### config.mk
export PLATFORM = sky130hd
export DESIGN_NAME = led_pwm_dimmer
export DESIGN_NICKNAME = d
export VERILOG_FILES = /design/src/rtl/pwmdim_pkg.sv /design/src/rtl/pwmdim_curve.sv /design/src/rtl/pwmdim_phase.sv /design/src/rtl/pwmdim_stagger.sv /design/src/rtl/led_pwm_dimmer.sv
export SDC_FILE = /design/constraint.sdc
export NUM_CORES = 1
export LEC_CHECK = 0
export BUFFER_PORTS_ARGS = -buffer_cell sky130_fd_sc_hd__buf_2
export CAP_MARGIN = 20
export CORE_AREA = 2 2 130 228
export DETAILED_ROUTE_END_ITERATION = 10
export DIE_AREA = 0 0 132 230
export GPL_TIMING_DRIVEN = 0
export PLACE_DENSITY = 0.71
export SLEW_MARGIN = 40
export SYNTH_ARGS = -nofsm -noshare
export SYNTH_HDL_FRONTEND = slang
export SYNTH_SLANG_ARGS = --single-unit
### constraint.sdc
create_clock -name clk -period 11.25 [get_ports clk]
set_clock_uncertainty 0.15 [all_clocks]
set_input_delay 0 -clock clk [delete_from_list [all_inputs] [get_ports clk]]
set_output_delay 0 -clock clk [all_outputs]
set_load 0.05 [all_outputs]
### src/rtl/pwmdim_pkg.sv
package pwmdim_pkg;
  localparam int CODE_W   = 7;
  localparam int CODE_MAX = (1 << CODE_W) - 1;
  localparam int FRAC_W   = 24;
  // 0.9471 in Q24, step ratio between adjacent log codes
  localparam longint ALPHA_Q = 64'd15889701;

  typedef enum logic [1:0] {RATE_SLOW, RATE_MID, RATE_FAST} rate_e;

  // Q24 fraction of the period for a code on the exponential curve
  function automatic logic [FRAC_W:0] log_frac(input int code);
    longint v;
    v = longint'(1) << FRAC_W;
    for (int k = code; k < CODE_MAX; k++)
      v = (v * ALPHA_Q + (longint'(1) << (FRAC_W - 1))) >>> FRAC_W;
    return (FRAC_W + 1)'(v);
  endfunction

  // Q24 fraction of the period for a code on the straight line
  function automatic logic [FRAC_W:0] lin_frac(input int code);
    longint v;
    v = ((longint'(code) << FRAC_W) + longint'(CODE_MAX / 2)) / longint'(CODE_MAX);
    return (FRAC_W + 1)'(v);
  endfunction
endpackage

### src/rtl/pwmdim_curve.sv
module pwmdim_curve
  import pwmdim_pkg::*;
#(
  parameter int BASE_TICKS = 5000,
  parameter int PER_W      = $clog2(4 * BASE_TICKS + 1)
) (
  input  rate_e              rate,
  input  logic               lin,
  input  logic [CODE_W-1:0]  code,
  output logic [PER_W-1:0]   per,
  output logic [PER_W-1:0]   thr
);
  localparam int N_CODE = CODE_MAX + 1;
  localparam int PROD_W = PER_W + FRAC_W + 1;

  logic [FRAC_W:0]   log_t [N_CODE];
  logic [FRAC_W:0]   lin_t [N_CODE];
  logic [FRAC_W:0]   frac;
  logic [PROD_W-1:0] prod;
  logic [PROD_W-1:0] rnd;

  for (genvar g = 0; g < N_CODE; g++) begin : g_tab
    assign log_t[g] = log_frac(g);
    assign lin_t[g] = lin_frac(g);
  end

  always_comb begin
    unique case (rate)
      RATE_FAST: per = PER_W'(BASE_TICKS);
      RATE_MID:  per = PER_W'(2 * BASE_TICKS);
      default:   per = PER_W'(4 * BASE_TICKS);
    endcase
  end

  always_comb begin
    if (code == '0)  frac = '0;
    else if (lin)    frac = lin_t[code];
    else             frac = log_t[code];
  end

  assign prod = PROD_W'(per) * PROD_W'(frac);
  assign rnd  = prod + PROD_W'(longint'(1) << (FRAC_W - 1));
  assign thr  = rnd[FRAC_W +: PER_W];
endmodule

### src/rtl/pwmdim_phase.sv
module pwmdim_phase
  import pwmdim_pkg::*;
#(
  parameter int BASE_TICKS = 5000,
  parameter int PER_W      = $clog2(4 * BASE_TICKS + 1)
) (
  input  logic              clk,
  input  logic              rst,
  input  logic              tick,
  input  logic [CODE_W-1:0] gain_in,
  input  logic              lin_in,
  input  rate_e             rate_in,
  input  logic [PER_W-1:0]  per,
  input  logic [PER_W-1:0]  thr,
  output logic [CODE_W-1:0] code_q,
  output logic              lin_q,
  output rate_e             rate_q,
  output logic              wave
);
  logic [PER_W-1:0] cnt;
  logic             armed;
  logic             wrap;

  assign wrap = !armed || (cnt == per - PER_W'(1));

  always_ff @(posedge clk) begin
    if (rst) begin
      cnt    <= '0;
      armed  <= 1'b0;
      code_q <= '0;
      lin_q  <= 1'b0;
      rate_q <= RATE_SLOW;
    end else if (tick) begin
      if (wrap) begin
        cnt    <= '0;
        armed  <= 1'b1;
        code_q <= gain_in;
        lin_q  <= lin_in;
        rate_q <= rate_in;
      end else begin
        cnt <= cnt + PER_W'(1);
      end
    end
  end

  assign wave = armed && (cnt < thr);

  p_cnt_range_r4: assert property (@(posedge clk) disable iff (rst)
    armed |-> (cnt < per));
  p_hold_settings_r8: assert property (@(posedge clk) disable iff (rst)
    !(tick && wrap) |=> ($stable(code_q) && $stable(lin_q) && $stable(rate_q)));
  p_code_zero_dark_r7: assert property (@(posedge clk) disable iff (rst)
    (code_q == '0) |-> !wave);
  p_code_full_lit_r7: assert property (@(posedge clk) disable iff (rst)
    (armed && code_q == CODE_W'(CODE_MAX)) |-> wave);
endmodule

### src/rtl/pwmdim_stagger.sv
module pwmdim_stagger #(
  parameter int N_CH   = 12,
  parameter int N_PAIR = (N_CH + 1) / 2
) (
  input  logic            clk,
  input  logic            rst,
  input  logic            tick,
  input  logic            wave,
  input  logic            pwm_on,
  input  logic [N_CH-1:0] ch_on,
  input  logic [N_CH-1:0] ch_pwm,
  output logic [N_CH-1:0] ch_en
);
  logic [N_CH-1:0] wanted;
  logic [N_CH-1:0] dly [N_PAIR];
  logic [N_CH-1:0] tap;

  assign wanted = ch_on & (~(ch_pwm & {N_CH{pwm_on}}) | {N_CH{wave}});

  for (genvar s = 0; s < N_PAIR; s++) begin : g_stage
    if (s == 0) begin : g_head
      always_ff @(posedge clk) begin
        if (rst)       dly[s] <= '0;
        else if (tick) dly[s] <= wanted;
      end
    end else begin : g_link
      always_ff @(posedge clk) begin
        if (rst)       dly[s] <= '0;
        else if (tick) dly[s] <= dly[s-1];
      end
    end
  end

  for (genvar c = 0; c < N_CH; c++) begin : g_tap
    assign tap[c] = dly[c/2][c];
  end

  always_ff @(posedge clk) begin
    if (rst) ch_en <= '0;
    else     ch_en <= tap;
  end

  p_moves_on_tick_r9: assert property (@(posedge clk) disable iff (rst)
    !$past(tick, 2) |-> $stable(ch_en));
endmodule

### src/rtl/led_pwm_dimmer.sv
module led_pwm_dimmer
  import pwmdim_pkg::*;
#(
  parameter int N_CH       = 12,
  parameter int BASE_TICKS = 5000,
  parameter int PER_W      = $clog2(4 * BASE_TICKS + 1)
) (
  input  logic              clk,
  input  logic              rst,
  input  logic              tick,
  input  logic [CODE_W-1:0] gain,
  input  logic              rate_fast,
  input  logic              rate_mid,
  input  logic              lin_sel,
  input  logic              pwm_on,
  input  logic [N_CH-1:0]   ch_on,
  input  logic [N_CH-1:0]   ch_pwm,
  output logic [N_CH-1:0]   ch_en
);
  rate_e             rate_in;
  rate_e             rate_q;
  logic [CODE_W-1:0] code_q;
  logic              lin_q;
  logic [PER_W-1:0]  per;
  logic [PER_W-1:0]  thr;
  logic              wave;

  always_comb begin
    if (rate_fast)     rate_in = RATE_FAST;
    else if (rate_mid) rate_in = RATE_MID;
    else               rate_in = RATE_SLOW;
  end

  pwmdim_curve #(.BASE_TICKS(BASE_TICKS), .PER_W(PER_W)) u_curve (
    .rate (rate_q),
    .lin  (lin_q),
    .code (code_q),
    .per  (per),
    .thr  (thr)
  );

  pwmdim_phase #(.BASE_TICKS(BASE_TICKS), .PER_W(PER_W)) u_phase (
    .clk     (clk),
    .rst     (rst),
    .tick    (tick),
    .gain_in (gain),
    .lin_in  (lin_sel),
    .rate_in (rate_in),
    .per     (per),
    .thr     (thr),
    .code_q  (code_q),
    .lin_q   (lin_q),
    .rate_q  (rate_q),
    .wave    (wave)
  );

  pwmdim_stagger #(.N_CH(N_CH)) u_stagger (
    .clk    (clk),
    .rst    (rst),
    .tick   (tick),
    .wave   (wave),
    .pwm_on (pwm_on),
    .ch_on  (ch_on),
    .ch_pwm (ch_pwm),
    .ch_en  (ch_en)
  );

  p_reset_dark_r1: assert property (@(posedge clk)
    $past(rst) |-> (ch_en == '0));
endmodule

==> results.json, run 1 <==
{
  "die_x_microns": 132,
  "grt_pass1_wl_microns": 155000,
  "clk_path_buf_depth": 2,
  "synth_ff_type": "edfxtp_1",
  "grt_max_degree": 43,
  "cts.sinks": 80,
  "yosysSeqAreaShare_pct": 13.0,
  "place_congestion": 1.14,
  "stop_stage": "global routing",
  "error": "[ERROR GRT-0116] Global routing finished with congestion. Check the congestion regions in the DRC Viewer.",
  "syn_area_sq_um": 15500,
  "grt_pass1_vias": 20659,
  "syn_inst": 1822,
  "place_hpwl_microns": 60100,
  "synth_warnings": 0,
  "cts_max_level": 3,
  "syn-mean-instance-area_sq_um": 8.51,
  "synth_edf_count": 42,
  "fp-row-count": 82,
  "cts_buffers": 9,
  "synth_async_sr_flop_share_pct": 0,
  "grt_overflow": 394,
  "ys_ff_latch": 80,
  "syn_nets": 2214,
  "die_height_microns": 230,
  "io_pins": 50,
  "port-buffer-count": 48,
  "start_util_pct": 54.6,
  "placed_area_sq_um": 16200,
  "grt_usage_pct": 67.5,
  "clockRootBuffer": "clkbuf_16",
  "synth.distinct_cells": 95,
  "outcome": "did not finish"
}
## metrics by stage
stage	hold slack (ns)	utilization [%]	worst slack, ns	instances
floorplan	-0.0784	-	2.24	1822
global placement	0.0859	57.1	-0.835	2248
detailed placement	0.102	57.1	-0.944	2249
CTS	0.121	59.7	0.0000977	2305
## cells by family after synthesis
logic type	synth area share, %
DFF	13.0
and+or+nand+nor	18.8
muxes	1.63
xor gates and xnor gates	1.97
buffers and inverters	9.58
adders and majority gates	37.4
AOI/OAI and AO/OA	17.5
## synthesized netlist by cell type, types with 5 or more instances
cell	instances	share of area, %
nand2_1	139	3.4
nand2b_1	24	0.97
or2_1	8	0.32
buf_6	7	0.51
a21oi_1	107	3.5
dfxtp_1	38	4.9
o311ai_0	5	0.28
nor2_1	148	3.6
nor3_1	36	1.2
a31oi_1	18	0.73
buf_4	8	0.39
o311a_1	5	0.32
fa_1	183	24
mux2i_1	17	1.1
buf_1	8	0.19
o211ai_1	19	0.92
o21a_1	6	0.29
nand4_1	10	0.40
a311o_1	6	0.39
edfxtp_1	42	8.1
nor2b_1	36	1.5
o31a_1	5	0.28
or3_1	6	0.24
o31ai_1	11	0.53
a221oi_1	9	0.51
inv_1	234	5.7
ha_1	171	14
nand3_1	38	1.2
a21o_1	28	1.4
a311oi_1	24	1.4
xor2_1	17	0.96
or2_2	14	0.56
o21ai_0	56	1.8
buf_2	41	1.3
a211oi_1	25	1.2
xnor2_1	16	0.90
clkbuf_1	50	1.2
o221ai_1	6	0.34
a211o_1	6	0.34
and3_1	15	0.61
and2_1	82	3.3
## what timing repair did
action                     CTS
setup buffers                4
setup endpoints to repair   12
resized for setup           13
hold buffers                38
hold endpoints to repair    29
## routing by layer
layer | GRT overflow | track usage (%)
met1 | 2 | 66.7
met5 | 0 | 13.7
met3 | 8 | 44.7
met4 | 152 | 68.3
met2 | 232 | 90.2
==> inputs of run 2 (changes only) <==
- CORE_AREA: 2 2 130 228 -> 2 2 200 202
- DIE_AREA: 0 0 132 230 -> 0 0 202 204
- PLACE_DENSITY: 0.71 -> unset
- PLACE_DENSITY_LB_ADDON: unset -> 0.15
==> results.json, run 2 <==
{
  "drtIter0Drc": 1675,
  "start_util_pct": 39.6,
  "syn-mean-instance-area_sq_um": 8.51,
  "min_path_type": "in2reg",
  "crit_type": "reg2reg",
  "place_congestion": 1.06,
  "tritoncts": "yes",
  "leakagePower_uw": 0.00819,
  "cp-start-kind": "register",
  "cts_buffers": 9,
  "mostFrequentLayoutCell": "inv_1",
  "routed_wl_microns": 66900,
  "vias": 14666,
  "io_pins": 50,
  "clk_pin_slew_worst_paths_ns": 0.06,
  "die_x_microns": 202,
  "via_per_inst": 5.98,
  "crit_end": "u_stagger.dly[0][6]",
  "worstMarginPinSlew_ns": 1.02,
  "cts.sinks": 80,
  "insertion_delay_ns": 0.33,
  "startpoint": "u_phase.code_q[4]",
  "worst_path_most_repeated_cell": "fa_1",
  "grt_pass1_wl_microns": 100000,
  "slew-limit-headroom_pct": 32.3,
  "highest_layer": "met4",
  "syn_nets": 2214,
  "max_freq_ghz": 0.0908,
  "yosysMostFrequentCell": "inv_1",
  "syn_to_final_growth_pct": 11.6,
  "worst_r2r_path_depth": 32,
  "grt_pass1_vias": 15262,
  "cp-end-kind": "register",
  "p_total_uw": 3110,
  "r2r_end": "u_stagger.dly[0][6]",
  "final_core_util_pct": 44.1,
  "fin_setup_tns_ns": 0,
  "syn_area_sq_um": 15500,
  "cts_max_level": 3,
  "slew_viol_final": 0,
  "ys_ff_latch": 80,
  "grt_usage_pct": 33.1,
  "die_height_microns": 204,
  "setup_violations": 0,
  "hold_viol_final": 0,
  "synth_edf_count": 42,
  "fin_crit_sh_pct": 97.9,
  "largestRegisters": "u_stagger.dly: 42 flops, u_phase.cnt: 15 flops, u_stagger.ch_en: 12 flops",
  "max-vdd-ir-drop_v": 0.000248,
  "dieArea_sq_um": 41200,
  "grt_overflow": 0,
  "crit_path_top_delay_cell": "clkinv_1",
  "fp-row-count": 73,
  "yosys.area.top_type": "fa_1",
  "fin_ws_ns": 0.239,
  "dp_slack_ns": -1.52,
  "synth_warnings": 0,
  "syn_inst": 1822,
  "met3WireLength_microns": 6550,
  "port-buffer-count": 48,
  "max_stage_delay_ns": 0.58,
  "min_period_ns": 11.01,
  "hold_slack_ns": 0.0214,
  "dr.pass1.iters": 6,
  "yosysSeqAreaShare_pct": 13.0,
  "required_ns": 11.18,
  "grt_max_degree": 28,
  "synth_ff_type": "edfxtp_1",
  "antenna_found_initial": 4,
  "cellPowerDensity_nw_per_um2": 180,
  "outcome": "finished, final reports clean",
  "synthDominantCellAreaShare_pct": 23.6,
  "clockRootBuffer": "clkbuf_16",
  "drc": 0,
  "netlist_top_cells_count": "inv_1 (234), fa_1 (183), ha_1 (171), nor2_1 (148), nand2_1 (139)",
  "layout.nets": 2312,
  "post_drt_wl_per_cell_microns": 27.3,
  "fp.coreArea_sq_um": 39200,
  "largest_reg_flops": 42,
  "ant_nets": 0,
  "met1_length_microns": 28300,
  "wl_met2_microns": 28200,
  "arrival_ns": 10.94,
  "synth.distinct_cells": 95,
  "synth_area_leaders": "fa_1 (24%), ha_1 (14%), edfxtp_1 (8.1%)",
  "synth_async_sr_flop_share_pct": 0,
  "rrSetupSlack_ns": 0.24,
  "largest-register": "u_stagger.dly",
  "reg2reg_from": "u_phase.code_q[4]",
  "drv_cap": 0,
  "cp_max_fo": 10,
  "drive_gt1_share_pct": 10.9,
  "clk_path_buf_depth": 2,
  "final_cell_mix": "inv_1 (231), fa_1 (183), ha_1 (169), nor2_1 (147), nand2_1 (138)",
  "place_hpwl_microns": 51800
}
-- run 2: power breakdown --
part	internal, uW	switching, uW
combinational	980	1510
sequential	322	7.50
clock	174	117
-- run 2: per-layer routing --
| layer | vias up | global-route usage, % |
|---|---|---|
| li1 | 6407 | - |
| met1 | 7169 | 44.7 |
| met5 | - | 0 |
| met3 | 231 | 7.70 |
| met2 | 859 | 49.8 |
| met4 | 0 | 16.3 |
-- run 2: critical path, delay by kind of cell (launching register included) --
kind            cells  cell delay [ns]
buf+inv             7             2.11
simple gates        6             1.59
xor+xnor            1             0.15
flops               1             0.50
fa+ha+maj           8             3.55
compound gates     10             2.67
-- run 2: cell type report --
class / instances / area, sq um
Buffer: 113 / 599
Clock buffer: 9 / 225
Sequential cell: 80 / 2030
Fill cell: 3941 / 21900
Timing Repair Buffer: 90 / 663
Multi-Input combinational cell: 1388 / 12100
Tap cell: 525 / 657
Antenna cell: 2 / 5.00
Inverter: 238 / 901
Clock inverter: 7 / 77.6
-- run 2: timing repair --
action	in CTS	in global routing
setup buffers	1	2
pin swaps	0	3
hold buffers	38	0
setup endpoints to repair	12	12
gates resized for setup	25	18
hold endpoints to repair	30	0
-- run 2: how the worst min path moves through the flow --
stage                        from             endpoint  slack (ns)  cells after the start
after floorplan               rst   u_stagger.ch_en[0]       -0.08                      1
after global placement    gain[3]    u_phase.code_q[3]        0.08                      3
after detailed placement  gain[6]    u_phase.code_q[6]         0.1                      3
after CTS                  pwm_on  u_stagger.dly[0][1]        0.02                      3
after global routing       pwm_on  u_stagger.dly[0][1]        0.06                      3
final                      pwm_on  u_stagger.dly[0][0]        0.02                      3
-- run 2: stage by stage --
step | instance area [sq um] | instances
2_1_floorplan | 15500 | 1822
3_3_place_gp | 16400 | 2395
3_5_place_dp | 16400 | 2396
4_1_cts | 17200 | 2450
5_1_grt | 17300 | 2450
6_report | 17300 | 2452
-- run 2: kinds of logic after synthesis --
logic type	share of synthesized area [%]
AND/OR/NAND/NOR	18.8
AO/OA/AOI/OAI	17.5
buffers and inverters	9.58
adder cells (fa/ha/maj)	37.4
flip-flops	13.0
XOR/XNOR	1.97
multiplexers	1.63
Power figures use the tool's default switching activity.
==> inputs of run 3 (changes only) <==
- RECOVER_POWER: unset -> 50
- SETUP_SLACK_MARGIN: unset -> 0.2
==> results.json, run 3 (synthesis gave the netlist of run 2 again) <==
{
  "worstHoldStart": "pwm_on",
  "min_period_ns": 10.82,
  "grt_max_degree": 28,
  "crit_type": "reg2reg",
  "insertion_delay_ns": 0.33,
  "max_freq_ghz": 0.0924,
  "cp_max_fo": 10,
  "tritoncts": "yes",
  "p_total_uw": 3140,
  "place_congestion": 1.06,
  "rrSetupSlack_ns": 0.43,
  "hold_viol_final": 0,
  "fp.coreArea_sq_um": 39200,
  "cellPowerDensity_nw_per_um2": 181,
  "post_drt_wl_per_cell_microns": 27.2,
  "grt_pass1_wl_microns": 100000,
  "min_path_type": "in2reg",
  "clk_path_buf_depth": 2,
  "worstMarginPinSlew_ns": 1.36,
  "max-vdd-ir-drop_v": 0.000269,
  "port-buffer-count": 48,
  "final_cell_mix": "inv_1 (232), fa_1 (183), ha_1 (170), nor2_1 (146), nand2_1 (138)",
  "drtIter0Drc": 1629,
  "dr.pass1.iters": 6,
  "dieArea_sq_um": 41200,
  "vias": 14585,
  "arrival_ns": 10.75,
  "slew_viol_final": 0,
  "cp-start-kind": "register",
  "ant_nets": 0,
  "place_hpwl_microns": 51800,
  "die_height_microns": 204,
  "slew-limit-headroom_pct": 9.07,
  "setup_violations": 0,
  "whs_endpoint": "u_stagger.dly[0][0]",
  "reg2reg_from": "u_phase.code_q[4]",
  "routed_wl_microns": 66700,
  "antenna_found_initial": 2,
  "largestRegisters": "u_stagger.dly: 42 flops, u_phase.cnt: 15 flops, u_stagger.ch_en: 12 flops",
  "cp-end-kind": "register",
  "rsz0062_at_grt": "false",
  "drv_cap": 0,
  "fin_crit_sh_pct": 96.2,
  "fp-row-count": 73,
  "path_buf_inv": 7,
  "r2r_end": "u_stagger.dly[0][6]",
  "required_ns": 11.18,
  "crit_path_top_delay_cell": "clkbuf_1",
  "placed_cells": 2396,
  "drc": 0,
  "grt_overflow": 0,
  "largest_reg_flops": 42,
  "fin_ws_ns": 0.429,
  "mostFrequentLayoutCell": "inv_1",
  "diodes": 0,
  "layout.nets": 2316,
  "drive_gt1_share_pct": 10.4,
  "grt_pass1_vias": 15284,
  "worst_r2r_path_depth": 32,
  "cts_buffers": 9,
  "clk_pin_slew_worst_paths_ns": 0.06,
  "cts_max_level": 3,
  "max_stage_delay_ns": 0.79,
  "via_per_inst": 5.94,
  "leakagePower_uw": 0.00815,
  "final_core_util_pct": 44.3,
  "clockRootBuffer": "clkbuf_16",
  "largest-register": "u_stagger.dly",
  "io_pins": 50,
  "dp_slack_ns": -1.52,
  "holdPathStages": 3,
  "hold_slack_ns": 0.0205,
  "finalNonFillerCells": 2454,
  "die_x_microns": 202,
  "grt_usage_pct": 33.0,
  "outcome": "finished, final reports clean",
  "start_util_pct": 39.6,
  "syn_to_final_growth_pct": 11.9,
  "cts.sinks": 80,
  "crit_family": "adder cells"
}
==> run 3: worst min-delay path, stage by stage <==
cell	delay, ns
buf_2	0.10
o31a_1	0.14
a21oi_1	0.14
==> run 3: how the worst max path moves through the flow <==
stage,slack [ns],start,cells past startpoint,end
floorplan,2.24,u_phase.code_q[1],34,u_stagger.dly[0][10]
global placement,-1.74,u_phase.code_q[1],34,u_stagger.dly[0][8]
detailed placement,-1.52,u_phase.code_q[1],34,u_stagger.dly[0][8]
CTS,0.20,u_phase.code_q[1],36,u_stagger.dly[0][6]
global route,0.20,u_phase.code_q[1],35,u_stagger.dly[0][3]
finish,0.43,u_phase.code_q[4],32,u_stagger.dly[0][6]
==> run 3: timing repair <==
item,4_1_cts,5_1_grt
setup endpoints to repair,12,12
buffers inserted,4,1
hold buffers,38,0
hold endpoints to repair,30,0
gates resized for setup,29,26
pin swaps,2,5
==> run 3: final cells by class <==
cell class                 count  area (sq um)
clock buffer                   9           225
buffer                       115           608
timing repair buffer          92           646
fill                        3961         21800
multi-input combinational   1388         12200
inverter                     238           901
sequential                    80          2030
tap                          525           657
clock inverter                 7          77.6
==> run 3: metrics by stage <==
step / setup TNS, ns / area [sq um]
after floorplan: 0 / 15500
after global placement: -20.28 / 16400
after detailed placement: -17.85 / 16400
after CTS: 0 / 17300
after global routing: 0 / 17300
final: 0 / 17300
==> run 3: power by group <==
part / internal, uW / switching, uW / leakage [uW]
Sequential: 322 / 7.44 / 0.000776
Combinational: 986 / 1540 / 0.00723
Clock: 174 / 117 / 0.000148
Total: 1480 / 1660 / 0.00815
==> run 3: layer usage <==
| metal | GRT usage (%) | vias to the layer above | share of wire, % | wire length [microns] |
|---|---|---|---|---|
| li1 | - | 6415 | - | - |
| met1 | 44.4 | 7065 | 42 | 28100 |
| met2 | 49.9 | 860 | 42 | 28100 |
| met3 | 7.76 | 245 | 10 | 6650 |
| met4 | 16.4 | 0 | 5.8 | 3850 |
| met5 | 0 | - | 0 | 0 |
